===== src/rtl/stm_pkg.sv =====
package stm_pkg;
  localparam int LINE_WORDS = 8;
  localparam int WIDX_W     = $clog2(LINE_WORDS);
  localparam int CNT_W      = WIDX_W + 1;
  localparam int LINE_LSB   = WIDX_W + 2;

  localparam logic [1:0] BURST_INCR = 2'b01;
  localparam logic [2:0] SIZE_W32   = 3'd2;
  localparam logic [2:0] SIZE_W64   = 3'd3;

  typedef struct packed {
    logic [WIDX_W-1:0] word;
    logic [CNT_W-1:0]  nwords;
    logic              wide;
  } piece_t;
endpackage


===== src/rtl/stm_split_plan.sv =====
module stm_split_plan
  import stm_pkg::*;
(
  input  logic [WIDX_W-1:0] word_i,
  input  logic [CNT_W-1:0]  count_i,
  output piece_t            p0_o,
  output piece_t            p1_o,
  output logic              split_o
);
  logic [CNT_W-1:0] room;

  always_comb begin
    room         = CNT_W'(LINE_WORDS) - CNT_W'(word_i);
    split_o      = count_i > room;
    p0_o.word    = word_i;
    p0_o.nwords  = split_o ? room : count_i;
    p1_o.word    = '0;
    p1_o.nwords  = split_o ? count_i - room : '0;
    // wide beats need an even start word and an even word count
    p0_o.wide    = ~word_i[0] & ~p0_o.nwords[0];
    p1_o.wide    = split_o & ~p1_o.nwords[0];
  end
endmodule


===== src/rtl/stm_aw_issue.sv =====
module stm_aw_issue
  import stm_pkg::*;
#(
  parameter int ADDR_W = 32
) (
  input  logic                     clk_i,
  input  logic                     rst_ni,
  input  logic                     load_i,
  input  logic [ADDR_W-LINE_LSB-1:0] line_i,
  input  piece_t                   p0_i,
  input  piece_t                   p1_i,
  input  logic                     split_i,
  output logic [ADDR_W-1:0]        aw_addr_o,
  output logic [2:0]               aw_size_o,
  output logic [7:0]               aw_len_o,
  output logic                     aw_valid_o,
  input  logic                     aw_ready_i,
  output logic [1:0]               sent_o,
  output logic                     busy_o
);
  logic             active_q;
  logic [1:0]       sent_q;
  piece_t           cur;
  logic [CNT_W-1:0] beats;

  assign cur        = sent_q[0] ? p1_i : p0_i;
  assign beats      = cur.wide ? (cur.nwords >> 1) : cur.nwords;
  assign aw_addr_o  = {line_i, cur.word, 2'b00};
  assign aw_size_o  = cur.wide ? SIZE_W64 : SIZE_W32;
  assign aw_len_o   = 8'(beats) - 8'd1;
  assign aw_valid_o = active_q;
  assign busy_o     = active_q;
  assign sent_o     = sent_q;

  always_ff @(posedge clk_i or negedge rst_ni) begin
    if (!rst_ni) begin
      active_q <= 1'b0;
      sent_q   <= 2'd0;
    end else if (load_i) begin
      active_q <= 1'b1;
      sent_q   <= 2'd0;
    end else if (active_q && aw_ready_i) begin
      sent_q <= sent_q + 2'd1;
      if (!(sent_q == 2'd0 && split_i)) active_q <= 1'b0;
    end
  end

  AST_AW_HOLD: assert property (@(posedge clk_i) disable iff (!rst_ni)
    aw_valid_o && !aw_ready_i |=> aw_valid_o && $stable(aw_addr_o) && $stable(aw_size_o) && $stable(aw_len_o));
  AST_SPLIT_BASE: assert property (@(posedge clk_i) disable iff (!rst_ni)
    aw_valid_o && sent_q == 2'd1 |-> aw_addr_o[LINE_LSB-1:0] == '0);
  AST_WIDE_ALIGN: assert property (@(posedge clk_i) disable iff (!rst_ni)
    aw_valid_o && aw_size_o == SIZE_W64 |-> !aw_addr_o[2]);
endmodule


===== src/rtl/stm_w_beats.sv =====
module stm_w_beats
  import stm_pkg::*;
#(
  parameter int MAX_WORDS = 8
) (
  input  logic                   clk_i,
  input  logic                   rst_ni,
  input  logic                   load_i,
  input  piece_t                 p0_i,
  input  piece_t                 p1_i,
  input  logic                   split_i,
  input  logic [32*MAX_WORDS-1:0] data_i,
  input  logic [1:0]             aw_sent_i,
  output logic [63:0]            w_data_o,
  output logic [7:0]             w_strb_o,
  output logic                   w_last_o,
  output logic                   w_valid_o,
  input  logic                   w_ready_i,
  output logic                   busy_o
);
  localparam int RIDX_W = $clog2(MAX_WORDS);
  localparam int ARR    = 1 << RIDX_W;

  logic [31:0]       wd [ARR];
  logic              active_q, piece_q;
  logic [CNT_W-1:0]  off_q;
  logic [RIDX_W-1:0] ridx_q;
  piece_t            cur;
  logic [CNT_W-1:0]  step;
  logic [WIDX_W-1:0] word_now;
  logic [31:0]       lo, hi;
  logic              hs;

  for (genvar i = 0; i < ARR; i++) begin : g_word
    if (i < MAX_WORDS) begin : g_used
      assign wd[i] = data_i[i*32 +: 32];
    end else begin : g_pad
      assign wd[i] = '0;
    end
  end

  assign cur       = piece_q ? p1_i : p0_i;
  assign step      = cur.wide ? CNT_W'(2) : CNT_W'(1);
  assign word_now  = cur.word + off_q[WIDX_W-1:0];
  assign lo        = wd[ridx_q];
  assign hi        = wd[ridx_q + RIDX_W'(1)];
  assign w_last_o  = (off_q + step) == cur.nwords;
  // a piece's beats wait for its own address handshake
  assign w_valid_o = active_q && (aw_sent_i > {1'b0, piece_q});
  assign hs        = w_valid_o && w_ready_i;
  assign busy_o    = active_q;

  always_comb begin
    if (cur.wide) begin
      w_data_o = {hi, lo};
      w_strb_o = 8'hFF;
    end else if (word_now[0]) begin
      w_data_o = {lo, 32'h0};
      w_strb_o = 8'hF0;
    end else begin
      w_data_o = {32'h0, lo};
      w_strb_o = 8'h0F;
    end
  end

  always_ff @(posedge clk_i or negedge rst_ni) begin
    if (!rst_ni) begin
      active_q <= 1'b0;
      piece_q  <= 1'b0;
      off_q    <= '0;
      ridx_q   <= '0;
    end else if (load_i) begin
      active_q <= 1'b1;
      piece_q  <= 1'b0;
      off_q    <= '0;
      ridx_q   <= '0;
    end else if (hs) begin
      ridx_q <= ridx_q + RIDX_W'(step);
      if (w_last_o) begin
        off_q <= '0;
        if (!piece_q && split_i) piece_q <= 1'b1;
        else active_q <= 1'b0;
      end else begin
        off_q <= off_q + step;
      end
    end
  end

  AST_W_HOLD: assert property (@(posedge clk_i) disable iff (!rst_ni)
    w_valid_o && !w_ready_i |=> w_valid_o && $stable(w_data_o) && $stable(w_strb_o) && $stable(w_last_o));
  AST_LOW_HALF_ONLY: assert property (@(posedge clk_i) disable iff (!rst_ni)
    w_valid_o && w_strb_o == 8'h0F |-> w_data_o[63:32] == 32'h0);
  AST_HIGH_HALF_ONLY: assert property (@(posedge clk_i) disable iff (!rst_ni)
    w_valid_o && w_strb_o == 8'hF0 |-> w_data_o[31:0] == 32'h0);
endmodule


===== src/rtl/stm_burst_splitter.sv =====
module stm_burst_splitter
  import stm_pkg::*;
#(
  parameter int ADDR_W    = 32,
  parameter int MAX_WORDS = 8
) (
  input  logic                    clk_i,
  input  logic                    rst_ni,
  input  logic                    req_valid_i,
  output logic                    req_ready_o,
  input  logic [ADDR_W-1:0]       req_addr_i,
  input  logic [CNT_W-1:0]        req_count_i,
  input  logic [32*MAX_WORDS-1:0] req_data_i,
  output logic [ADDR_W-1:0]       aw_addr_o,
  output logic [1:0]              aw_burst_o,
  output logic [2:0]              aw_size_o,
  output logic [7:0]              aw_len_o,
  output logic                    aw_valid_o,
  input  logic                    aw_ready_i,
  output logic [63:0]             w_data_o,
  output logic [7:0]              w_strb_o,
  output logic                    w_last_o,
  output logic                    w_valid_o,
  input  logic                    w_ready_i
);
  piece_t                    plan_p0, plan_p1, p0_q, p1_q;
  logic                      plan_split, split_q;
  logic [ADDR_W-LINE_LSB-1:0] line_q;
  logic [32*MAX_WORDS-1:0]   data_q;
  logic                      accept, aw_busy, w_busy;
  logic [1:0]                aw_sent;
  logic                      addr_unused;

  assign addr_unused = ^req_addr_i[1:0];
  assign req_ready_o = !aw_busy && !w_busy;
  assign accept      = req_valid_i && req_ready_o;
  assign aw_burst_o  = BURST_INCR;

  stm_split_plan u_plan (
    .word_i  (req_addr_i[LINE_LSB-1:2]),
    .count_i (req_count_i),
    .p0_o    (plan_p0),
    .p1_o    (plan_p1),
    .split_o (plan_split)
  );

  always_ff @(posedge clk_i or negedge rst_ni) begin
    if (!rst_ni) begin
      p0_q    <= '0;
      p1_q    <= '0;
      split_q <= 1'b0;
      line_q  <= '0;
      data_q  <= '0;
    end else if (accept) begin
      p0_q    <= plan_p0;
      p1_q    <= plan_p1;
      split_q <= plan_split;
      line_q  <= req_addr_i[ADDR_W-1:LINE_LSB];
      data_q  <= req_data_i;
    end
  end

  stm_aw_issue #(.ADDR_W(ADDR_W)) u_aw (
    .clk_i      (clk_i),
    .rst_ni     (rst_ni),
    .load_i     (accept),
    .line_i     (line_q),
    .p0_i       (p0_q),
    .p1_i       (p1_q),
    .split_i    (split_q),
    .aw_addr_o  (aw_addr_o),
    .aw_size_o  (aw_size_o),
    .aw_len_o   (aw_len_o),
    .aw_valid_o (aw_valid_o),
    .aw_ready_i (aw_ready_i),
    .sent_o     (aw_sent),
    .busy_o     (aw_busy)
  );

  stm_w_beats #(.MAX_WORDS(MAX_WORDS)) u_w (
    .clk_i     (clk_i),
    .rst_ni    (rst_ni),
    .load_i    (accept),
    .p0_i      (p0_q),
    .p1_i      (p1_q),
    .split_i   (split_q),
    .data_i    (data_q),
    .aw_sent_i (aw_sent),
    .w_data_o  (w_data_o),
    .w_strb_o  (w_strb_o),
    .w_last_o  (w_last_o),
    .w_valid_o (w_valid_o),
    .w_ready_i (w_ready_i),
    .busy_o    (w_busy)
  );

  AST_IDLE_QUIET: assert property (@(posedge clk_i) disable iff (!rst_ni)
    req_ready_o |-> !aw_valid_o && !w_valid_o);
  AST_NO_DATA_AHEAD: assert property (@(posedge clk_i) disable iff (!rst_ni)
    w_valid_o |-> aw_sent != 2'd0);
endmodule


===== config.mk =====
export PLATFORM = sky130hd
export DESIGN_NAME = stm_burst_splitter
export DESIGN_NICKNAME = d
export VERILOG_FILES = /design/src/rtl/stm_pkg.sv /design/src/rtl/stm_split_plan.sv /design/src/rtl/stm_aw_issue.sv /design/src/rtl/stm_w_beats.sv /design/src/rtl/stm_burst_splitter.sv
export SDC_FILE = /design/constraint.sdc
export NUM_CORES = 1
export LEC_CHECK = 0
export BUFFER_PORTS_ARGS = -buffer_cell sky130_fd_sc_hd__buf_4
export CORE_ASPECT_RATIO = 0.7
export CORE_MARGIN = 1.5
export CORE_UTILIZATION = 49
export CTS_CLUSTER_DIAMETER = 50
export DETAILED_ROUTE_END_ITERATION = 7
export PLACE_DENSITY = 0.86
export SKIP_LAST_GASP = 1
export SYNTH_ARGS = -nofsm -noshare
export SYNTH_HDL_FRONTEND = slang
export SYNTH_HIERARCHICAL = 1
export SYNTH_SLANG_ARGS = --single-unit

===== constraint.sdc =====
create_clock -name clk_i -period 2.48 [get_ports clk_i]
set_input_delay 0.372 -clock clk_i [delete_from_list [all_inputs] [get_ports clk_i]]
set_output_delay 0.372 -clock clk_i [all_outputs]
set_load 0.02 [all_outputs]

# ---- Word level (Yosys, flattened, before mapping)
# Cells that the tools add are included.
dict set report word_totals {
  out_inout_bits 121
  in_bits 297
  regBits 309
  word_cells 89
}
dict set report op_classes {
  add_sub_neg 8
  bitwise_logic 7
  eq_ne 3
  n_lt_le_gt_ge 4
  reduce_logical 18
  muxes 35
}
# operator count
set op_table {}
lappend op_table {{32-bit binary-select mux with 3-bit select} 2}
lappend op_table {{32-bit two-way mux} 4}
lappend op_table {{64-bit two-way mux} 2}
lappend op_table {{4-bit two-way mux} 6}
lappend op_table {{8-bit two-way mux} 3}
lappend op_table {{1-bit two-way mux} 12}
lappend op_table {{4-bit greater-or-equal comparator (second input constant)} 2}
lappend op_table {{3-bit inverter with 4-bit output} 2}
lappend op_table {{2-bit nonzero test} 4}
lappend op_table {{1-bit logical AND} 7}
lappend op_table {{2-bit two-way mux} 3}
lappend op_table {{3-bit two-way mux} 2}
lappend op_table {{6-bit two-way mux} 1}
lappend op_table {{3-bit AND reduction} 2}
lappend op_table {{4-bit by 1-bit subtractor with 5-bit output (second input constant)} 1}
lappend op_table {{4-bit by 2-bit adder with 4-bit output} 1}
lappend op_table {{4-bit == test} 1}
lappend op_table {{4-bit greater-than comparator} 1}
lappend op_table {{2-bit != test (second input constant)} 2}
lappend op_table {{4-bit by 3-bit subtractor with 4-bit output (first input constant)} 1}
lappend op_table {{4-bit subtractor} 1}
lappend op_table {{3-bit by 1-bit adder with 3-bit output (second input constant)} 1}
lappend op_table {{3-bit adder} 1}
lappend op_table {{1-bit zero test} 3}
lappend op_table {{other kinds (7)} 10}

# ---- Logic depth before layout (Yosys ltp)
# Gate-level depths: netlist of run 1.
dict set report depth {
  word_depth 7
  ltp_mapped 10
  depth_no_buf 9
}

# ---- By module
# The synthesis of run 1 kept the hierarchy.
# mod n_inst area_per_inst_um2 cells_each
set modules_own_cells {}
lappend modules_own_cells {stm_burst_splitter 1 11289.6 639}
lappend modules_own_cells {stm_w_beats 1 4898.4 381}
lappend modules_own_cells {stm_aw_issue 1 641.9 78}
lappend modules_own_cells {stm_split_plan 1 361.6 44}

# ---- Least setup slack after synthesis of run 1
# No wires, ideal clock.
dict set report synth_path {
  path_kind {register to output}
  start {register u_w.piece_q}
  end {output w_last_o}
  path_stages_with_launch 9
  path_buffers 2
  t_required_ns 2.108
  t_arrival_ns 2.454
  setup_slack_ns -0.346
  path_cell_list {dfrtp_1 > buf_6 > mux2i_4 > clkbuf_1 > ha_1 > fa_1 > xor2_1 > nand3_2 > nor2_1}
}
dict set report synth_between {
  elab_chain_cells 4
}
# item line
set synth_rtl {}
lappend synth_rtl {{from (decl)} stm_w_beats.sv:25} ;# logic active_q, piece_q;
lappend synth_rtl {{from (signal assigned)} stm_w_beats.sv:69} ;# piece_q <= 1'b0;
lappend synth_rtl {{from (signal assigned)} stm_w_beats.sv:74} ;# piece_q <= 1'b0;
lappend synth_rtl {{from (signal assigned)} stm_w_beats.sv:81} ;# if (!piece_q && split_i) piece_q <= 1'b1;
lappend synth_rtl {{6-bit two-way mux (*)} stm_w_beats.sv:42} ;# assign cur = piece_q ? p1_i : p0_i;
lappend synth_rtl {{2-bit two-way mux} stm_w_beats.sv:43} ;# assign step = cur.wide ? CNT_W'(2) : CNT_W'(1);
lappend synth_rtl {{4-bit by 2-bit adder with 4-bit output} stm_w_beats.sv:47} ;# assign w_last_o = (off_q + step) == cur.nwords;
lappend synth_rtl {{4-bit == test (*)} stm_w_beats.sv:47}
lappend synth_rtl {{to (decl)} stm_burst_splitter.sv:22} ;# output logic w_last_o,
# Mark *: on every way between the ends. The rest lies on a longest branch, timed or not.

# ---- Worst setup path in the final report of run 1
dict set report layout_path {
  start {register u_w.ridx_q[0]}
  end {output w_data_o[52]}
}
dict set report layout_between {
  elab_chain_cells 6
}
# item line
set layout_rtl {}
lappend layout_rtl {{from (decl)} stm_w_beats.sv:27} ;# logic [RIDX_W-1:0] ridx_q;
lappend layout_rtl {{from (signal assigned)} stm_w_beats.sv:78} ;# ridx_q <= ridx_q + RIDX_W'(step);
lappend layout_rtl {{3-bit by 1-bit adder with 3-bit output or 3-bit inverter with 4-bit output (tied branches)} {stm_w_beats.sv:46, stm_w_beats.sv:45}}
lappend layout_rtl {{3-bit inverter with 4-bit output (implied by the code) or 32-bit binary-select mux with 3-bit select (tied branches)} {stm_w_beats.sv:46, stm_w_beats.sv:45}}
lappend layout_rtl {{32-bit binary-select mux with 3-bit select or 32-bit two-way mux (tied branches)} {stm_w_beats.sv:46, stm_w_beats.sv:45}}
lappend layout_rtl {{32-bit two-way mux, on equally long branches} {stm_w_beats.sv:46, stm_w_beats.sv:45}}
lappend layout_rtl {{32-bit two-way mux (implied by the code) or 64-bit two-way mux (tied branches)} {stm_w_beats.sv:46, stm_w_beats.sv:57}}
lappend layout_rtl {{64-bit two-way mux (*)} stm_w_beats.sv:54} ;# if (cur.wide) begin
lappend layout_rtl {{to (decl)} stm_burst_splitter.sv:20} ;# output logic [63:0] w_data_o,
# Mark *: on every way between the ends. The rest lies on a longest branch, timed or not. The select of a mux whose other input is x is not followed.

==> results of run 1 <==
[cells by family (layout without fill, tap and decap cells)]
family,count (synthesis),after routing
and+or+nand+nor,76,76
DFF,312,312
muxes,514,514
buffers and inverters,143,572
AOI/OAI and AO/OA,63,63
xor gates and xnor gates,15,15
adders and majority gates,14,14
other,5,11
[cell type report]
| class | instances | area [µm²] |
|---|---|---|
| fillers | 2372 | 11900 |
| clock buffers | 45 | 963.4 |
| repair buffers | 498 | 4492 |
| clock inverters | 15 | 188.9 |
| well taps | 472 | 590.6 |
| inverters | 14 | 55.05 |
| multi-input cells | 691 | 8576 |
| flip-flops and latches | 312 | 7818 |
| diodes | 2 | 5.005 |
[worst max-delay path: stages, from the launching register on]
cell,delay (ps)
dfrtp_4,490
ha_4,290
buf_12,120
buf_16,170
mux4_2,520
mux2i_1,200
o22ai_1,160
buf_4,190
[metal layers]
metal  track usage [%]  wire length, µm  up-vias
li1                  -                -     5098
met1             35.98            20210     6277
met2             44.48            24720      569
met3             7.912             4618      116
met4             10.21             1476        0
met5                 0                0        -
[stage by stage]
step	util [%]	TNS [ps]	hold slack (ps)	instances	setup WS [ps]
after floorplan	-	-13.24	76.41	1146	-13.24
after global placement	59.50	0	326.7	1948	8.473
after detailed placement	59.50	-14.61	326.3	1948	-14.61
after CTS	64.94	-30110	59.50	2037	-569.4
after global routing	65.59	-34400	62.66	2049	-641.4
final	65.59	-28750	81.77	2049	-571.3
[flip-flops by register name, indices dropped and copies added, names as in the netlist]
register         flops
data_q             256
line_q              27
p0_q                 8
p1_q                 8
split_q              1
u_aw/aw_valid_o      1
u_aw/sent_o          2
u_w/busy_o           1
u_w/off_q            4
u_w/piece_q          1
u_w/ridx_q           3
[timing repair]
action                                  in CTS  in global routing
setup buffers                               17                 11
hold endpoints to repair                    46                  0
gates cloned                                11                  1
hold buffers                                 1                  0
endpoints found under the setup margin      79                 82
pin swaps                                   17                 18
gates resized for setup                     52                 27
[cells in the final DEF, fill, tap and decap left out, drive strengths merged, types with 2 or more instances in the layout]
master  Yosys  routed
xor2        9       9
bufbuf      0       3
buf       121     493
mux2      308     308
dfrtp     312     312
bufinv      0       4
mux4      128     128
nor3        3       3
mux2i      78      78
o211a       2       2
a21oi      12      12
nand2      17      17
o211ai      5       5
ha         12      12
o21a        3       3
nor2       41      41
conb        5       9
clkinv      0       9
o31ai       2       2
nand3       2       2
xnor2       5       5
nor2b       4       4
and2        2       2
diode       0       2
fa          2       2
o22ai      33      33
nor3b       3       3
a21o        2       2
clkbuf      8      46
inv        14      16
[path summary, 6_finish.rpt]
kind,end,cells after the start
setup reg to reg,u_w/piece_q$_DFFE_PN0P_,9
setup / recovery,w_data_o[52],7
max in group asynchronous,line_q[1]$_DFFE_PN0P_,4
hold reg to reg,p1_q[7]$_DFFE_PN0P_,1
hold / removal,data_q[239]$_DFFE_PN0P_,2
min in group asynchronous,p1_q[7]$_DFFE_PN0P_,2
[report_power, final]
group	internal, mW	switching [mW]	leakage, nW	total [mW]
Clock	3.16	2.10	0.576	5.26
Sequential	7.64	2.09	3.76	9.72
Combinational	12.8	11.3	5.64	24.1
Total	23.6	15.5	9.98	39.1
==> impl_metrics.tcl, run 1 <==
set metrics [dict create \
    status "finished with violations" \
    violations "setup timing" \
    synth.largest_area_cell "dfrtp_1" \
    path_max_fanout 12 \
    overflow 0 \
    fmaxAchievable_mhz 327.7 \
    die_y_um 159.7 \
    rsz0062_at_grt "true" \
    dp_hpwl_um 33680 \
    clk_path_buf_depth 3 \
    wl_um 51030 \
    finalCritPeriodShare_pct 123.0 \
    syn_to_final_growth_pct 31.97 \
    yosysMostFrequentCell "dfrtp_1" \
    place_congestion 0.8443 \
    total_power_mw 39.07 \
    rows 57 \
    die_area_um2 36240 \
    cp-end-kind "primary output" \
    synthSimpleGateAreaFrac_pct 2.082 \
    wl_per_cell_um 24.90 \
    cellPowerDensity_nw_per_um2 1722 \
    grt.total_usage_pct 27.75 \
    antenna_found_initial 2 \
    setup_viol 68 \
    synth-main-ff-cell "dfrtp_1" \
    fin_nets 1862 \
    ios 418 \
    setup_slack_ps -571.3 \
    netlist_instances 1142 \
    hold_viol 0 \
    muxShareOfSynthArea_pct 41.60 \
    clkTransAtPathRegs_ps 60 \
    cts_tree "done" \
    cts_buffers 34 \
    hold_class "in -> reg" \
    leakage_nw 9.983 \
    dpl_cell_area_um2 20580 \
    clock_sinks 312 \
    final_max_slew_viol_count 0 \
    fin_skew_ps 13.02 \
    port_buffers 409 \
    ir_drop_uv 1228 \
    die_width_um 226.9 \
    clock_latency_ps 520 \
    ant_nets 0 \
    core_area_um2 34590 \
    drive_above_1_share_pct 65.90 \
    synth_compound_area_share_pct 2.627 \
    synth_warnings 6 \
    path_class "reg -> out" \
    min_period_ps 3051 \
    relSlewSlack_pct 56.72 \
    synth_edf_count 0 \
    grt_pass1_vias 13000 \
    htree_levels 2 \
    synth_area_um2 17190 \
    routed_via_density 5.886 \
    critPathLaunch "u_w/ridx_q[0]$_DFFE_PN0P_" \
    worst_pin_slew_ps 646.3 \
    grt_pass1_wl_um 76020 \
    async_flop_share_pct 100.0 \
    final_area_um2 22690 \
    yosys-top-cells-area "dfrtp_1 45%, mux2_2 20%, mux4_2 17%" \
    grt_max_degree 66 \
    worstPathArrival_ps 2680 \
    drt_iter0_markers 1035 \
    synth_xor_area_share_pct 0.8952 \
    drcViolationCount 0 \
    synth_top_family_by_area "multiplexers" \
    drv_cap 0 \
    synth.top_cell.area_share_pct 45.41 \
    rrSetupSlack_ps 40 \
    worstSetupStartpointType "flip-flop" \
    synth.avg_cell_area_um2 15.05 \
    hold_path_startpoint "req_data_i[239]" \
    cts-root-buf "clkbuf_16" \
    ys_ff_latch 312 \
    yosys.area_share.adder_pct 1.106 \
    synth-seq-area-share_pct 45.41 \
    crit_required_ps 2110 \
    initial_core_util_pct 49.70 \
    dr.pass1.iters 5 \
    synth.distinct_cells 50 \
    synth_top_cells_by_count "312 x dfrtp_1, 305 x mux2_2, 128 x mux4_2, 77 x mux2i_1, 56 x buf_4" \
    reg2reg_from "u_w/piece_q$_DFFE_PN0P_" \
    vias 12060 \
]
Power figures use the tool's default switching activity.
==> inputs of run 2 (changes only) <==
Settings changed: CELL_PAD_IN_SITES_DETAIL_PLACEMENT set to 0, CELL_PAD_IN_SITES_GLOBAL_PLACEMENT set to 1, CORE_UTILIZATION 49 to 40.
==> impl_metrics.tcl, run 2 (synthesized netlist as in run 1, its figures left out) <==
set metrics [dict create \
    port_buffers 409 \
    rrSetupSlack_ps -40 \
    min_period_ps 3029 \
    leakage_nw 10.11 \
    hold_path_startpoint "req_data_i[79]" \
    ant_nets 0 \
    path_max_fanout 6 \
    finalNonFillerCells 2141 \
    top_register "data_q" \
    worstReg2RegEnd "u_w/piece_q$_DFFE_PN0P_" \
    rows 63 \
    hold_slack_ps 81.15 \
    rsz0062_at_grt "true" \
    routed_via_density 5.480 \
    worst_path_max_delay_cell "mux4_2" \
    cts-root-buf "clkbuf_16" \
    clkTransAtPathRegs_ps 60 \
    overflow 0 \
    violations "setup timing" \
    cp-end-kind "primary output" \
    reg_top3 "data_q (256), line_q (27)" \
    crit_family "multiplexers" \
    clk_path_buf_depth 3 \
    setup_viol 75 \
    cellPowerDensity_nw_per_um2 1712 \
    layout_common_cells "425 x buf_4, 309 x dfrtp_1, 304 x mux2_2, 128 x mux4_2, 52 x mux2i_1" \
    antenna_found_initial 1 \
    tns_ps -26110 \
    worst_pin_slew_ps 1027 \
    syn_to_final_growth_pct 35.04 \
    max_stage_delay_ps 500 \
    clock_latency_ps 520 \
    hold_viol 0 \
    drcViolationCount 0 \
    wl_um 49630 \
    setup_slack_ps -549.0 \
    cts_buffers 36 \
    drt_iter0_markers 575 \
    crit_chain "ha_4, buf_12, buf_8, buf_6, mux4_2, mux2i_1, o22ai_2, buf_6" \
    reg2reg_from "u_w/piece_q$_DFFE_PN0P_" \
    hold_class "in -> reg" \
    finalCritPeriodShare_pct 122.1 \
    die_width_um 250.8 \
    post-place-cells 2037 \
    worstSetupStartpointType "flip-flop" \
    ir_drop_uv 1105 \
    grt_pass1_vias 12660 \
    final_common_cell "buf_4" \
    cts_tree "done" \
    fin_nets 1880 \
    clock_sinks 312 \
    die_area_um2 44250 \
    initial_core_util_pct 40.61 \
    wl_per_cell_um 23.18 \
    final_max_slew_viol_count 0 \
    dr.pass1.iters 5 \
    drv_cap 0 \
    place_congestion 0.8062 \
    r2r.worst_path.cells 10 \
    dp_hpwl_um 33220 \
    dpl_cell_area_um2 20760 \
    grt_pass1_wl_um 75440 \
    worstHoldEndpoint "data_q[79]$_DFFE_PN0P_" \
    vias 11730 \
    path_class "reg -> out" \
    fin_skew_ps 16.42 \
    largest_reg_flops 256 \
    htree_levels 2 \
    fmaxAchievable_mhz 330.1 \
    final_area_um2 23210 \
    grt.total_usage_pct 22.33 \
    relSlewSlack_pct 31.21 \
    grt_max_degree 66 \
    crit_required_ps 2110 \
    die_y_um 176.5 \
    holdPathStages 2 \
    status "finished with violations" \
    crit_buf_inv 4 \
    ios 418 \
    core_area_um2 42330 \
    drive_above_1_share_pct 67.32 \
    worstPathArrival_ps 2660 \
    fill_cells 3449 \
    cpMostUsedCell "buf_6" \
]
-- run 2: layout make-up --
class / instances / area [µm²] / share of cell area (%)
Antenna cell: 1 / 2.502 / 0.01078
Timing Repair Buffer: 514 / 4771 / 20.55
Tap cell: 552 / 690.7 / 2.975
Multi-Input combinational cell: 691 / 8732 / 37.61
Inverter: 14 / 61.31 / 0.2641
Clock inverter: 7 / 103.9 / 0.4473
Clock buffer: 50 / 1035 / 4.457
Sequential cell: 312 / 7819 / 33.68
-- run 2: through the flow --
step	setup WS, ps	power [mW]	util (%)
after floorplan	-13.24	23.37	-
after detailed placement	-45.17	30.70	49.05
after global routing	-613.8	41.88	54.84
after CTS	-559.2	38.91	53.98
after global placement	-34.48	30.21	49.05
final	-549.0	39.74	54.84
-- run 2: routing by layer --
layer,track usage [%],wire length (µm),share of wire [%],vias to the layer above
met1,29.67,20940,42,6123
met3,6.059,3720,7.5,77
li1,-,-,-,5139
met2,35.95,23720,48,393
met4,6.515,1243,2.5,0
met5,0,0,0,-
-- run 2: worst max path at each step --
stage	cells past startpoint	slack, ps	end	from
after detailed placement	6	-50	w_data_o[55]	u_w/ridx_q[1]$_DFFE_PN0P_
after global placement	6	-30	w_data_o[53]	u_w/ridx_q[1]$_DFFE_PN0P_
after floorplan	8	-10	w_last_o	u_w/piece_q$_DFFE_PN0P_
after global routing	8	-610	w_data_o[34]	u_w/ridx_q[0]$_DFFE_PN0P_
after CTS	8	-560	w_data_o[34]	u_w/ridx_q[0]$_DFFE_PN0P_
final	8	-550	w_data_o[36]	u_w/ridx_q[0]$_DFFE_PN0P_
-- run 2: what timing repair did --
item | CTS | global route
setup buffers | 26 | 13
endpoints found under the setup margin | 74 | 84
hold endpoints to repair | 45 | 0
hold buffers | 1 | 0
pin swaps | 23 | 22
gates cloned | 12 | 1
gates resized for setup | 86 | 55
-- run 2: worst register-to-register path: cells and delay by family, from the launching register on --
family | cells | cell delay [ps]
and+or+nand+nor | 2 | 310
buffers and inverters | 2 | 300
adders and majority gates | 2 | 580
DFF | 1 | 390
muxes | 1 | 200
AOI/OAI and AO/OA | 1 | 330
xor gates and xnor gates | 2 | 340
-- run 2: power by group --
part	leakage, nW	switching, mW	internal, mW
registers	3.76	1.95	7.64
clock network	0.557	2.11	3.12
logic	5.79	11.3	13.6
total	10.1	15.4	24.4
